<file path="src/rtl/sgn_sum5.sv">
module sgn_sum5 #(
  parameter int N       = 16,
  parameter bit REG_OUT = 1'b1
) (
  input  logic                clk,
  input  logic                rst,
  input  logic [N-1:0]        op0,
  input  logic [N-1:0]        op1,
  input  logic [N-1:0]        op2,
  input  logic [N-1:0]        op3,
  input  logic [N-1:0]        op4,
  input  logic                coef_sign,
  input  logic                data_sign,
  output logic signed [N+3:0] result
);
  localparam int W  = N + 3;
  localparam int O  = N + 4;
  localparam int NG = (W + 3) / 4;
  localparam int WP = 4 * NG;

  logic [W-1:0] x0, x1, x2, x3, x4;
  assign x0 = W'(op0);
  assign x1 = W'(op1);
  assign x2 = W'(op2);
  assign x3 = W'(op3);
  assign x4 = W'(op4);

  logic [W-1:0] s1, c1, s2, c2, s3, c3;
  assign s1 = x0 ^ x1 ^ x2;
  assign c1 = ((x0 & x1) | (x0 & x2) | (x1 & x2)) << 1;
  assign s2 = s1 ^ c1 ^ x3;
  assign c2 = ((s1 & c1) | (s1 & x3) | (c1 & x3)) << 1;
  assign s3 = s2 ^ c2 ^ x4;
  assign c3 = ((s2 & c2) | (s2 & x4) | (c2 & x4)) << 1;

  logic [WP-1:0] pa, pb, gb, pbt, cb, sb;
  logic [NG:0]   gc;
  assign pa    = WP'(s3);
  assign pb    = WP'(c3);
  assign gb    = pa & pb;
  assign pbt   = pa ^ pb;
  assign gc[0] = 1'b0;

  for (genvar k = 0; k < NG; k++) begin : g_cla
    logic [3:0] g, p;
    logic       ci, gg, gp;
    assign g  = gb[4*k +: 4];
    assign p  = pbt[4*k +: 4];
    assign ci = gc[k];
    assign cb[4*k]   = ci;
    assign cb[4*k+1] = g[0] | (p[0] & ci);
    assign cb[4*k+2] = g[1] | (p[1] & g[0]) | (p[1] & p[0] & ci);
    assign cb[4*k+3] = g[2] | (p[2] & g[1]) | (p[2] & p[1] & g[0])
                     | (p[2] & p[1] & p[0] & ci);
    assign gg = g[3] | (p[3] & g[2]) | (p[3] & p[2] & g[1])
              | (p[3] & p[2] & p[1] & g[0]);
    assign gp = &p;
    assign gc[k+1] = gg | (gp & ci);
  end
  assign sb = pbt ^ cb;

  logic         neg;
  logic [O-1:0] mag, inv, res;
  logic [O:0]   inc;
  assign neg    = coef_sign ^ data_sign;
  assign mag    = {1'b0, sb[W-1:0]};
  assign inv    = mag ^ {O{neg}};
  assign inc[0] = neg;
  for (genvar i = 0; i < O; i++) begin : g_inc
    assign inc[i+1] = inc[i] & inv[i];
  end
  assign res = inv ^ inc[O-1:0];

  if (REG_OUT) begin : g_reg
    always_ff @(posedge clk) begin
      if (rst) result <= '0;
      else     result <= $signed(res);
    end
  end else begin : g_comb
    assign result = $signed(res);
  end
endmodule


</file>
<file path="config.mk">
export PLATFORM = sky130hd
export DESIGN_NAME = sgn_sum5
export DESIGN_NICKNAME = d
export VERILOG_FILES = /design/src/rtl/sgn_sum5.sv
export SDC_FILE = /design/constraint.sdc
export NUM_CORES = 1
export LEC_CHECK = 0
export BUFFER_PORTS_ARGS = -buffer_cell sky130_fd_sc_hd__buf_2
export CORE_MARGIN = 1
export CORE_UTILIZATION = 50
export DETAILED_ROUTE_END_ITERATION = 8
export PLACE_DENSITY_LB_ADDON = 0.1
export SYNTH_ARGS = -nofsm -noshare
export SYNTH_HDL_FRONTEND = slang
export SYNTH_SLANG_ARGS = --single-unit
</file>
<file path="constraint.sdc">
create_clock -name clk -period 7.2 [get_ports clk]
set_input_delay 0 -clock clk [delete_from_list [all_inputs] [get_ports clk]]
set_output_delay 0 -clock clk [all_outputs]
set_load 0.02 [all_outputs]
</file>
# After elaboration in Yosys (flattened, before gate mapping)
# Cells that the tools add are included.
# word_totals
regBits	20
in_bits	84
out_inout_bits	20
elab_cells	147
# classes
n_bitwise	143
reduce_logical	3
# ops
cell	n
1-bit bitwise AND	77
16-bit bitwise AND	4
1-bit bitwise OR	39
17-bit by 16-bit bitwise AND with 17-bit output	2
16-bit bitwise OR	2
16-bit XOR	2
19-bit by 20-bit XOR with 20-bit output	1
20-bit XOR	1
18-bit by 19-bit bitwise AND with 19-bit output	1
18-bit by 19-bit XOR with 19-bit output	1
19-bit XOR	1
17-bit by 18-bit bitwise AND with 18-bit output	1
18-bit by 16-bit bitwise AND with 18-bit output	1
18-bit by 17-bit bitwise OR with 18-bit output	1
18-bit bitwise OR	1
17-bit by 18-bit XOR with 18-bit output	1
18-bit by 16-bit XOR with 18-bit output	1
16-bit by 17-bit bitwise AND with 17-bit output	1
17-bit by 16-bit bitwise OR with 17-bit output	1
17-bit bitwise OR	1
16-bit by 17-bit XOR with 17-bit output	1
17-bit by 16-bit XOR with 17-bit output	1
4-bit AND reduction	3
1-bit XOR	1

# Longest topological paths before layout
# logic_depth
word_depth	44
depth_mapped	28
depth_no_buf	28

# Worst setup path after synthesis
# No wires, ideal clock.
# synth_path
path_kind	in2reg
start	input op0[1]
end	register result[18]
setup_ns	0.123
t_arrival_ns	5.682
required_ns	7.077
slack_ns	1.394
stages	27
path_buffers	0
cell_sequence	inv_1 fa_1 fa_1 inv_1 fa_1 ha_1 a21o_1 a21o_1 fa_1 xor2_1 ha_1 ha_1 ha_1 ha_1 ha_1 ha_1 ha_1 ha_1 ha_1 ha_1 ha_1 ha_1 ha_1 ha_1 xnor2_1 nor2b_1 mux2_1
# synth_between
elab_chain_len	31
elab_cells_between_ends	94
cone_classes	bitwise (93); reduce/logical (1)
# synth_lines
item	line	text
from (decl)	7	input logic [N-1:0] op0,
16-bit bitwise AND or 16-bit XOR (tied branches)	30, 29	
16-bit bitwise OR or 16-bit XOR (tied branches)	30, 29	
16-bit bitwise OR, or another cell as far along	30	assign c1 = ((x0 & x1) | (x0 & x2) | (x1 & x2)) << 1;
16-bit by 17-bit bitwise AND with 17-bit output, or another cell as far along	32	assign c2 = ((s1 & c1) | (s1 & x3) | (c1 & x3)) << 1;
17-bit by 16-bit bitwise OR with 17-bit output, or another cell as far along	32	
17-bit bitwise OR, or another cell as far along	32	
17-bit by 18-bit XOR with 18-bit output or 18-bit by 17-bit bitwise OR with 18-bit output (tied branches)	33, 34	
18-bit by 16-bit XOR with 18-bit output or 18-bit bitwise OR (tied branches)	33, 34	
[3 not listed]	-	
1-bit bitwise OR or 1-bit bitwise AND (tied branches)	55, 56	
1-bit bitwise OR	56	| (p[3] & p[2] & p[1] & g[0]);
1-bit bitwise AND	51	assign cb[4*k+1] = g[0] | (p[0] & ci);
1-bit bitwise OR	51	
19-bit XOR *	60	assign sb = pbt ^ cb;
19-bit by 20-bit XOR with 20-bit output *	67	assign inv = mag ^ {O{neg}};
1-bit bitwise AND (13 in series)	70	assign inc[i+1] = inc[i] & inv[i];
20-bit XOR *	72	assign res = inv ^ inc[O-1:0];
to (signal assigned)	77	else result <= $signed(res);
to (decl)	14	output logic signed [N+3:0] result
# Every way passes the cells marked *; elsewhere a longest branch is shown, timed or not.
# A chain may end at the register's enable or synchronous reset.

# Final worst setup path
# Ends and elaborated chain as after synthesis.

==> impl_metrics.toml <==
[cells_and_area]
area_growth_pct = 24.8
multi_input_area_sq_mm = 0.00218
drive_gt1_share_pct = 33.2
n_fill_cell = 466
mostFrequentLayoutCells = "buf_2, fa_1, ha_1, inv_1"
antenna_cells = 0
layout_commonest_cell = "buf_2"
top_regs = "result: 20 flops"
largest_reg_flops = 20
ff_latch_area_sq_um = 400
layout.nets = 515
regMostFlops = "result"

[synth]
yosysWarningCount = 0
synthCells = 239
synthesis.nets = 410
synthesis.area_sq_mm = 0.00271
yosys.area.top_type = "fa_1"
syn_area_per_cell_sq_um = 11.3
synth_top_area_share_pct = 37.6
ys_types = 36
yosys-top-cells-area = "fa_1, ha_1, dfxtp_1"
synth_seq_cells = 20
ys_seq_area_share_pct = 14.8

[setup_path]
cp-end-kind = "flip-flop"
crit_slowest_cell = "fa_1"
path_common_cell = "ha_1"
critPathLaunchType = "input pin"
critPathKind = "in2reg"
cp_slowest_stage_delay_ns = 0.49
cp.required_ns = 7.33
path_max_fanout = 3
cp_data_arrival_time_ns = 6.03

[pwr]
power.total_mw = 1.15
worst_ir_drop_vdd_mv = 0.156
p_leak_nw = 1.72
seq_power_share_pct = 14.2
p_sw_share_pct = 43.2
p_int_uw = 654
p_sw_uw = 498
p_per_area_mw_per_mm2 = 341
clkPwrFrac_pct = 9.3
power_frac_comb_pct = 76.5

[global_route]
use_met1_pct = 23.1
first_global_vias = 1901
grt_first_pass_wirelength_um = 7540
grt_use_met2_pct = 30.0
grt_overflow = 0
use_met3_pct = 0.926
track_usage_pct = 16.9
antenna_found_initial = 0
grt_max_degree = 23
top_usage_layer = "met2"

[timing]
grt_setup_unrepaired = "false"
tns_ns = 0
max-slew-margin-rel_pct = 51.9
fin_crit_ns = 5.89
setup_violations = 0
period_share_pct = 81.9
finalMaxSlewViolations = 0
finalHoldViolations = 0
holdWs_ns = 0.117
tightest_slew_ns = 0.703
max_freq_mhz = 170

[floorplanning]
die_w_um = 75.7
die_area_sq_mm = 0.00572
die_y_um = 75.7
rows = 26
coreArea_sq_mm = 0.00517
ioPinCount = 104
start_util_pct = 52.4

[routing]
routed_wl_um = 4230
via_count = 1932
drc = 0
ant_nets = 0
viasPerCell = 4.68
wl_per_cell_um = 10.2
dr.pass1.iters = 4
drt-initial-drc-count = 29

[placement]
dp_hpwl_um = 3910
numPortBuffers = 103
routabilityCongestion = 0.772

[flow_run]
drv_cap = 0

[clocking]
htreeDepth = 1
cts_resized = 0
postCtsHoldBufs = 0
cts_tree = "yes"
numCtsBuffers = 3
path_clk_slew_ns = 0.07
cts_post_setup_buffers_inserted = 0
cts_buffer_depth = 2
clock-root-buffer = "clkbuf_8"
cts.sinks = 20

[hold_path]
hold_path_class = "in2reg"

[run_status]
run_status = "complete, no violations"
[stage by stage]
step	worst slack, ns	instance area, sq um	std cells	util, %
3_5_place_dp	1.04	3310	409	64.1
2_1_floorplan	1.39	2710	239	-
6_report	1.31	3380	413	65.4
3_3_place_gp	1.12	3310	409	64.1
5_1_grt	0.922	3380	413	65.4
4_1_cts	1.27	3380	413	65.4
[power by group through the flow]
stage	clock network (mW)	logic (mW)	registers, mW
floorplan	0	0.634	0.222
global route	0.116	1.02	0.169
detailed placement	0	0.884	0.166
global placement	0	0.871	0.167
CTS	0.109	0.898	0.164
finish	0.107	0.882	0.164
[area by class of cell]
type                            count  share of cell area [%]
Timing Repair Buffer              104                    15.5
Clock inverter                      1                   0.887
Inverter                           33                    3.66
Tap cell                           70                    2.59
Multi-Input combinational cell    182                    64.4
Clock buffer                        3                    1.22
Sequential cell                    20                    11.8
[critical path: cells and delay by family]
kind	cells	cell delay, ns
buf+inv	4	0.23
xor+xnor	2	0.29
simple gates	1	0.14
mux	1	0.29
fa+ha+maj	21	5.07
[cell usage after synthesis (all sizes together)]
| cell type | n |
|---|---|
| a21o | 3 |
| o31ai | 1 |
| a31oi | 1 |
| dfxtp | 20 |
| nand3 | 1 |
| nor2 | 2 |
| buf | 2 |
| nand4 | 1 |
| nand2 | 3 |
| a2111oi | 1 |
| nand2b | 2 |
| nor4 | 2 |
| nor3 | 1 |
| clkbuf | 2 |
| o211a | 1 |
| inv | 33 |
| xor2 | 10 |
| nor2b | 20 |
| o21a | 4 |
| a211o | 2 |
| o31a | 1 |
| mux2 | 1 |
| ha | 36 |
| o21ai | 5 |
| a21oi | 8 |
| a2111o | 1 |
| o311ai | 1 |
| xnor2 | 19 |
| a221o | 1 |
| o21bai | 1 |
| o211ai | 2 |
| fa | 51 |
[worst paths after layout]
check | from | slack, ns | end | depth (start not counted)
worst max-delay path | op0[1] | 1.31 | result[18] | 29
worst min-delay path | op4[0] | 0.12 | result[0] | 3
[cells by family after synthesis]
| family | after synthesis | share of synthesized area (%) |
|---|---|---|
| AO/OA/AOI/OAI | 33 | 8.95 |
| adder cells (fa/ha/maj) | 87 | 54.2 |
| buffers and inverters | 37 | 5.21 |
| AND/OR/NAND/NOR | 32 | 7.06 |
| flip-flops | 20 | 14.8 |
| XOR/XNOR | 29 | 9.36 |
| multiplexers | 1 | 0.415 |
[routing by layer]
metal	routed length, um	vias up
met5	0	-
met4	0	0
met3	212	0
met2	2030	68
met1	1990	882
li1	-	982
(Power assumes the default switching activity.)
